**src/rtl/idxmix_pkg.sv**
```systemverilog
package idxmix_pkg;

  localparam int unsigned STAGE_TICKS = 5;
  localparam int unsigned XIDX_LSB = 2;
  localparam int unsigned YIDX_LSB = 8;
  localparam int unsigned SH_L0 = 13;
  localparam int unsigned SH_R1 = 6;
  localparam int unsigned SH_L2 = 2;
  localparam int unsigned SH_R3 = 16;

  // Operand / read-address selection for the current tick
  typedef enum logic [2:0] {
    SEL_NONE,
    SEL_CUR,
    SEL_MIX,
    SEL_AB,
    SEL_XIND,
    SEL_YIND
  } sel_e;

  typedef enum logic [1:0] {
    PH_IDLE,
    PH_MIX,
    PH_SCATTER
  } phase_e;

  typedef struct packed {
    logic ldX;
    logic ldM;
    sel_e sel;
    logic addLo;
    logic addHi;
    logic ldA;
    logic memWr;
    logic emit;
  } strobe_t;

endpackage

```
**src/rtl/idxmix_ctrl.sv**
```systemverilog
module idxmix_ctrl
  import idxmix_pkg::*;
#(
  parameter int unsigned TICKS = STAGE_TICKS
) (
  input  logic    clk,
  input  logic    rst,
  input  logic    seedLoad,
  input  logic    startReq,
  output strobe_t strb
);

  localparam int unsigned TW = $clog2(TICKS);

  logic [TW-1:0] tick;
  phase_e        phase;
  logic          pending;
  logic          want;
  logic          lastTick;
  logic          launch;

  assign lastTick = (tick == TW'(TICKS - 1));
  assign want     = pending | startReq;
  assign launch   = lastTick && (phase != PH_MIX) && want;

  always_ff @(posedge clk) begin
    if (rst || seedLoad) begin
      tick    <= '0;
      phase   <= PH_IDLE;
      pending <= 1'b0;
    end else begin
      tick    <= lastTick ? '0 : tick + 1'b1;
      pending <= launch ? 1'b0 : want;
      if (lastTick) begin
        unique case (phase)
          PH_MIX:  phase <= PH_SCATTER;
          default: phase <= launch ? PH_MIX : PH_IDLE;
        endcase
      end
    end
  end

  // Fixed five-tick schedule; the adder is busy on ticks 1-4 of the first
  // stage and 0-3 of the second, never with two sums in flight.
  always_comb begin
    strb = '0;
    unique case (phase)
      PH_MIX: begin
        case (tick)
          TW'(0): begin strb.ldX = 1'b1; strb.ldM = 1'b1; strb.sel = SEL_CUR; end
          TW'(1): begin strb.sel = SEL_MIX; strb.addLo = 1'b1; end
          TW'(2): begin strb.sel = SEL_MIX; strb.addHi = 1'b1; end
          TW'(3): begin strb.sel = SEL_AB; strb.addLo = 1'b1; strb.ldA = 1'b1; end
          TW'(4): begin strb.sel = SEL_AB; strb.addHi = 1'b1; end
          default: ;
        endcase
      end
      PH_SCATTER: begin
        case (tick)
          TW'(0): begin strb.sel = SEL_XIND; strb.addLo = 1'b1; end
          TW'(1): begin strb.sel = SEL_XIND; strb.addHi = 1'b1; end
          TW'(2): begin strb.sel = SEL_YIND; strb.addLo = 1'b1; strb.memWr = 1'b1; end
          TW'(3): begin strb.sel = SEL_YIND; strb.addHi = 1'b1; end
          TW'(4): begin strb.emit = 1'b1; end
          default: ;
        endcase
      end
      default: ;
    endcase
  end

endmodule

```
**src/rtl/idxmix_adder.sv**
```systemverilog
module idxmix_adder #(
  parameter int unsigned WORD_W = 32
) (
  input  logic              clk,
  input  logic              rst,
  input  logic [WORD_W-1:0] opA,
  input  logic [WORD_W-1:0] opB,
  input  logic              addLo,
  input  logic              addHi,
  output logic [WORD_W-1:0] sum
);

  localparam int unsigned LO_W = WORD_W / 2;
  localparam int unsigned HI_W = WORD_W - LO_W;

  logic [LO_W-1:0] loPart;
  logic            carry;
  logic [LO_W:0]   loSum;
  logic [HI_W-1:0] hiSum;

  assign loSum = {1'b0, opA[LO_W-1:0]} + {1'b0, opB[LO_W-1:0]};
  assign hiSum = opA[WORD_W-1:LO_W] + opB[WORD_W-1:LO_W] + HI_W'(carry);

  // Low half on the first tick, high half plus carry on the second;
  // the visible sum changes only when both halves are done.
  always_ff @(posedge clk) begin
    if (rst) begin
      loPart <= '0;
      carry  <= 1'b0;
      sum    <= '0;
    end else begin
      if (addLo) {carry, loPart} <= loSum;
      if (addHi) sum <= {hiSum, loPart};
    end
  end

endmodule

```
**src/rtl/idxmix_mem.sv**
```systemverilog
module idxmix_mem #(
  parameter int unsigned WORD_W = 32,
  parameter int unsigned IDX_W  = 6
) (
  input  logic              clk,
  input  logic              init,
  input  logic [IDX_W-1:0]  rdAddr,
  output logic [WORD_W-1:0] rdData,
  input  logic              wrEn,
  input  logic [IDX_W-1:0]  wrAddr,
  input  logic [WORD_W-1:0] wrData
);

  localparam int unsigned BANK_W     = IDX_W - 1;
  localparam int unsigned BANK_WORDS = 1 << BANK_W;
  localparam int unsigned NBANKS     = 2;

  logic [WORD_W-1:0] bankRd [NBANKS];

  for (genvar bk = 0; bk < NBANKS; bk++) begin : g_bank
    logic [WORD_W-1:0] cells [BANK_WORDS];

    // Written on the falling edge, half a tick after the strobes settle
    always_ff @(negedge clk) begin
      if (init) begin
        for (int w = 0; w < BANK_WORDS; w++) cells[w] <= '1;
      end else if (wrEn && (wrAddr[IDX_W-1] == 1'(bk))) begin
        cells[wrAddr[BANK_W-1:0]] <= wrData;
      end
    end

    assign bankRd[bk] = cells[rdAddr[BANK_W-1:0]];
  end

  assign rdData = bankRd[rdAddr[IDX_W-1]];

endmodule

```
**src/rtl/idxmix_dpath.sv**
```systemverilog
module idxmix_dpath
  import idxmix_pkg::*;
#(
  parameter int unsigned WORD_W = 32,
  parameter int unsigned IDX_W  = 6
) (
  input  logic              clk,
  input  logic              rst,
  input  logic              seedLoad,
  input  strobe_t           strb,
  output logic [WORD_W-1:0] resWord,
  output logic              resValid
);

  localparam logic [IDX_W-1:0] HALF_OFS = {1'b1, {(IDX_W-1){1'b0}}};

  logic              init;
  logic [WORD_W-1:0] accA, accB, curX, mixM;
  logic [WORD_W-1:0] sumOut, rdData, opA, opB, shifted;
  logic [IDX_W-1:0]  idxI, rdAddr;

  assign init = rst | seedLoad;

  always_comb begin
    unique case (strb.sel)
      SEL_MIX:  rdAddr = idxI ^ HALF_OFS;
      SEL_XIND: rdAddr = curX[XIDX_LSB +: IDX_W];
      SEL_YIND: rdAddr = sumOut[YIDX_LSB +: IDX_W];
      default:  rdAddr = idxI;
    endcase
  end

  always_comb begin
    unique case (strb.sel)
      SEL_MIX:  begin opA = mixM;   opB = rdData; end
      SEL_AB:   begin opA = sumOut; opB = accB;   end
      SEL_XIND: begin opA = rdData; opB = sumOut; end
      SEL_YIND: begin opA = rdData; opB = curX;   end
      default:  begin opA = '0;     opB = '0;     end
    endcase
  end

  always_comb begin
    unique case (idxI[1:0])
      2'd0:    shifted = accA << SH_L0;
      2'd1:    shifted = accA >> SH_R1;
      2'd2:    shifted = accA << SH_L2;
      default: shifted = accA >> SH_R3;
    endcase
  end

  always_ff @(posedge clk) begin
    if (init) begin
      accA     <= '1;
      accB     <= '1;
      curX     <= '0;
      mixM     <= '0;
      idxI     <= '0;
      resWord  <= '0;
      resValid <= 1'b0;
    end else begin
      resValid <= strb.emit;
      if (strb.ldX) curX <= rdData;
      if (strb.ldM) mixM <= accA ^ shifted;
      if (strb.ldA) accA <= sumOut;
      if (strb.emit) begin
        accB    <= sumOut;
        resWord <= sumOut;
        idxI    <= idxI + 1'b1;
      end
    end
  end

  idxmix_adder #(.WORD_W(WORD_W)) u_add (
    .clk   (clk),
    .rst   (init),
    .opA   (opA),
    .opB   (opB),
    .addLo (strb.addLo),
    .addHi (strb.addHi),
    .sum   (sumOut)
  );

  idxmix_mem #(.WORD_W(WORD_W), .IDX_W(IDX_W)) u_mem (
    .clk    (clk),
    .init   (init),
    .rdAddr (rdAddr),
    .rdData (rdData),
    .wrEn   (strb.memWr),
    .wrAddr (idxI),
    .wrData (sumOut)
  );

endmodule

```
**src/rtl/idxmix_prng.sv**
```systemverilog
module idxmix_prng
  import idxmix_pkg::*;
#(
  parameter int unsigned WORD_W = 32,
  parameter int unsigned IDX_W  = 6
) (
  input  logic              clk,
  input  logic              rst,
  input  logic              seedLoad,
  input  logic              startReq,
  output logic [WORD_W-1:0] resWord,
  output logic              resValid
);

  strobe_t strb;

  idxmix_ctrl #(.TICKS(STAGE_TICKS)) u_ctrl (
    .clk      (clk),
    .rst      (rst),
    .seedLoad (seedLoad),
    .startReq (startReq),
    .strb     (strb)
  );

  idxmix_dpath #(.WORD_W(WORD_W), .IDX_W(IDX_W)) u_dpath (
    .clk      (clk),
    .rst      (rst),
    .seedLoad (seedLoad),
    .strb     (strb),
    .resWord  (resWord),
    .resValid (resValid)
  );

endmodule

```
**config.mk**
```make
export PLATFORM = sky130hd
export DESIGN_NAME = idxmix_prng
export DESIGN_NICKNAME = d
export VERILOG_FILES = /design/src/rtl/idxmix_pkg.sv /design/src/rtl/idxmix_ctrl.sv /design/src/rtl/idxmix_adder.sv /design/src/rtl/idxmix_mem.sv /design/src/rtl/idxmix_dpath.sv /design/src/rtl/idxmix_prng.sv
export SDC_FILE = /design/constraint.sdc
export NUM_CORES = 2
export LEC_CHECK = 0
export BUFFER_PORTS_ARGS = -buffer_cell sky130_fd_sc_hd__buf_2
export CORE_MARGIN = 5
export CORE_UTILIZATION = 40
export CTS_CLUSTER_SIZE = 8
export DETAILED_ROUTE_END_ITERATION = 7
export SYNTH_ARGS = -nofsm -noshare
export SYNTH_HDL_FRONTEND = slang
export SYNTH_SLANG_ARGS = --single-unit
export TNS_END_PERCENT = 100
```
**constraint.sdc**
```tcl
create_clock -name clk -period 13.6 [get_ports clk]
set_input_delay 1.36 -clock clk [delete_from_list [all_inputs] [get_ports clk]]
set_output_delay 1.36 -clock clk [all_outputs]
set_load 0.02 [all_outputs]
```
==> impl_metrics.tcl <==
set metrics [dict create \
    holdBufCountCts 0 \
    post-cts-setup-buffer-count 0 \
    initial_core_util_pct 40.1 \
    dp_hpwl_um 167000 \
    io_pins 37 \
    type_of_element_capturing_the_critical_path "flip-flop" \
    critical_path_class "flip-flop to flip-flop" \
    worst_slack_on_hold_paths_ns 0.451 \
    place_area_um2 109000 \
    setup_failing_eps_final 0 \
    vdd_ir_drop_max_mv 0.112 \
    grt_setup_unrepaired "false" \
    place_congestion 0.856 \
    synth-compound-area-share_pct 2.67 \
    netlist_instances 7510 \
    yosys.area_share.simple_pct 14.4 \
    die_width_um 525 \
    numPortBuffers 36 \
    cp_data_arrival_time_ns 12.79 \
    finalNetCount 9205 \
    fill_cells 23359 \
    area_growth_pct 18.7 \
    power.combinational.fraction_pct 1.4 \
    routed_wire_length_per_instance_um 25.5 \
    p_clk_share_pct 55.1 \
    viasPerCell 5.77 \
    numClockSinks 2270 \
    power-per-cell-area_nw_per_um2 139 \
    critical-path-max-stage-delay_ns 0.51 \
    dr.pass1.iters 8 \
    timing.critical_path.from_type "flip-flop" \
    die_area_um2 275000 \
    root_buffer "clkbuf_16" \
    dp_cells 10315 \
    synth.lib_cells_used.distinct 56 \
    hold_class "flip-flop to flip-flop" \
    crit_buf_inv 0 \
    mappedNetlistArea_um2 106000 \
    synth_top_family_by_area "multiplexers" \
    tritoncts "done" \
    hold_path_startpoint "u_dpath.u_add.loPart[7]$_SDFFE_PP0P_" \
    max-clock-path-buffers 4 \
    ys.warnings.count 0 \
    synthAdderAreaFrac_pct 0.541 \
    cts_made_buffers 326 \
    worst_skew_pair.late_latency_ns 0.89 \
    top_family_by_delay_on_critical_path "multiplexers" \
    worst_path_maximum_fanout 3 \
    pwr-share-seq_pct 43.5 \
    hold-path-cell-count 2 \
    synth_sequential_area_ratio_pct 62.2 \
    timing.max_slew.rel_slack_pct 15.3 \
    cp_num_cells 18 \
    muxShareOfSynthArea_pct 15.9 \
    final_max_slew_viol_count 0 \
    power.total_uw 17500 \
    yosys_most_used_dff "edfxtp_1" \
    flops_latches_synth 2270 \
    final-instance-count-excl-fill 12739 \
    die_h_um 525 \
    ys_async_sr_fraction_pct 0 \
    post_route_drc 0 \
    grt_start_max_net_pins 265 \
    cts_repair_resize_count 0 \
    timing.reg2reg.worst_path_depth 18 \
    power.internal_uw 12900 \
    crit_path_frequent_cell "mux2i_1" \
    path_cells "mux4_2 -> mux2i_1 -> mux2i_1 -> mux2i_1 -> mux2i_1 -> a221o_1 -> ha_1 -> nor2b_1 -> o21ai_0 -> a21boi_0 -> o21ai_0 -> a211oi_1 -> nor3_1 -> nor3_1 -> a211oi_1 -> o21ai_0 -> xor2_1 -> a21oi_1" \
    setup_tns_ns 0 \
    multi_input_logic_area_um2 37000 \
    crit_start "u_dpath.u_mem.g_bank[1].cells[23][17]$_SDFFCE_NN1P_" \
    wire_length_of_the_first_global_routing_pass_um 480000 \
    required_ns 14.31 \
    layout.cell_area.non_filler_um2 126000 \
    clkTransAtPathRegs_ns 0.05 \
    yosys.area_share.xor_xnor_pct 0.463 \
    overflow_left_after_global_routing 0 \
    timing.max_cap.violations 0 \
    initial_antenna_violation_count 6 \
    drive_above_1_share_pct 13.8 \
    grt_pass1_vias 79584 \
    leakage_uw 0.0428 \
    worst-slew-pin-transition_ns 1.27 \
    route.antenna.remaining_nets 0 \
    hold_viol 0 \
    reg2reg_from "u_dpath.u_mem.g_bank[1].cells[23][17]$_SDFFCE_NN1P_" \
    count_of_flip_flops_with_a_built_in_enable_after_synthesis 2048 \
    cts-htree-levels 5 \
    swShare_pct 26.6 \
    initialDrtViolationCount 7856 \
    syn-mean-instance-area_um2 14.1 \
    placeableCoreArea_um2 264000 \
    finalWirelength_um 324000 \
    critical-path-slowest-cell "mux2i_1" \
    global_route.usage.total_pct 22.9 \
    power.switching_uw 4670 \
    synth_fp_nets 7558 \
    placement_rows 189 \
    layout.area.seq_um2 66000 \
    worst_clk_skew_ns 0.0560 \
    dr_total_vias 73550 \
    status "completed" \
]
==> per-layer routing <==
metal	GRT usage [%]	up-vias	part of all wire, %
li1	-	32027	-
met1	29.3	37578	40
met2	36.1	3390	48
met3	6.50	555	8.9
met4	10.8	0	3.1
met5	0	-	0
==> tightest hold or removal path: cells and delay by family, from the launching register on <==
| kind | cells | cell delay, ns |
|---|---|---|
| simple gates | 1 | 0.05 |
| flops | 1 | 0.31 |
| compound gates | 1 | 0.05 |
==> worst paths after layout <==
| path | slack [ns] | end |
|---|---|---|
| setup / recovery | 1.52 | u_dpath.u_add.sum[31]$_SDFFE_PP0P_ |
| hold / removal | 0.45 | u_dpath.u_add.sum[7]$_SDFFE_PP0P_ |
| setup reg to reg | 1.52 | u_dpath.u_add.sum[31]$_SDFFE_PP0P_ |
| hold reg to reg | 0.45 | u_dpath.u_add.sum[7]$_SDFFE_PP0P_ |
==> logic make-up after synthesis <==
| logic type | Yosys count |
|---|---|
| fa+ha+maj | 44 |
| mux | 1041 |
| simple gates | 2658 |
| compound gates | 453 |
| flops | 2270 |
| xor+xnor | 56 |
| buf+inv | 988 |
==> synth_stat cells (5+ instances only) <==
library cell / number / area (µm²)
xor2_1: 9 / 78.8
buf_6: 20 / 225
buf_4: 32 / 240
mux4_2: 512 / 11500
a221o_1: 29 / 290
nor2b_1: 5 / 31.3
and3_1: 6 / 37.5
a21o_1: 9 / 67.6
nand2b_1: 36 / 225
a21oi_1: 151 / 756
clkbuf_1: 827 / 3100
nand2_1: 361 / 1360
a22oi_1: 55 / 413
a222oi_1: 14 / 140
o21ai_0: 128 / 641
mux2i_1: 519 / 5190
nand3_1: 43 / 215
dfxtp_1: 222 / 4440
edfxtp_1: 2048 / 61500
a21boi_0: 6 / 45.0
a31oi_1: 7 / 43.8
or2_2: 36 / 225
nor2_1: 145 / 544
buf_2: 24 / 120
a211oi_1: 36 / 270
buf_1: 62 / 233
nor3_1: 17 / 85.1
inv_1: 23 / 86.3
or3_1: 1991 / 12500
ha_1: 41 / 513
xnor2_1: 47 / 412
mux2_2: 8 / 90.1
==> registers in the layout, summed over array words and instances, names as in the netlist, 2 cells and up <==
name and cells:
u_dpath.u_mem.g_bank.cells 2048, u_dpath.u_add.loPart 16, u_dpath.resWord 32, u_dpath.idxI 6, u_dpath.curX 32, u_dpath.u_add.sum 32
u_ctrl.tick 3, u_dpath.accA 32, u_ctrl.phase 2, u_dpath.accB 32, u_dpath.mixM 32
==> placed cells by master (no fill, tap or decap), types with 36 or more instances in the layout <==
master	instances
or3_1	1990
xnor2_1	47
ha_1	40
nand3_1	41
mux2i_1	517
nor2_1	141
nand2_1	351
o21ai_4	62
mux4_2	512
edfxtp_1	2048
a22oi_1	55
buf_2	36
o21ai_0	66
inv_1	2070
dfxtp_1	190
a211oi_1	36
a21oi_1	149
buf_4	184
clkbuf_16	334
==> metrics by stage <==
stage / utilization (%) / setup slack (ns)
final: 47.6 / 1.52
after global routing: 47.6 / 1.07
after CTS: 47.6 / 1.62
after detailed placement: 41.4 / 1.60
after global placement: 41.4 / 1.56
after floorplan: - / 1.29
==> cell type report <==
class	count	share of cell area (%)
timing repair buffer	237	1.51
inverter	22	0.0657
clock inverter	2069	6.36
antenna	1	0.00199
clock buffer	355	6.71
multi-input combinational	4252	29.4
tap	3533	3.51
sequential	2270	52.5
==> power by group through the flow <==
stage	sequential (µW)	clock, µW	combinational [µW]
after floorplan	7740	890	99.0
after global placement	7720	890	239
after detailed placement	7720	890	240
after CTS	7630	9900	240
after global routing	7610	10700	245
final	7630	9660	237
Power figures use the tool's default switching activity.
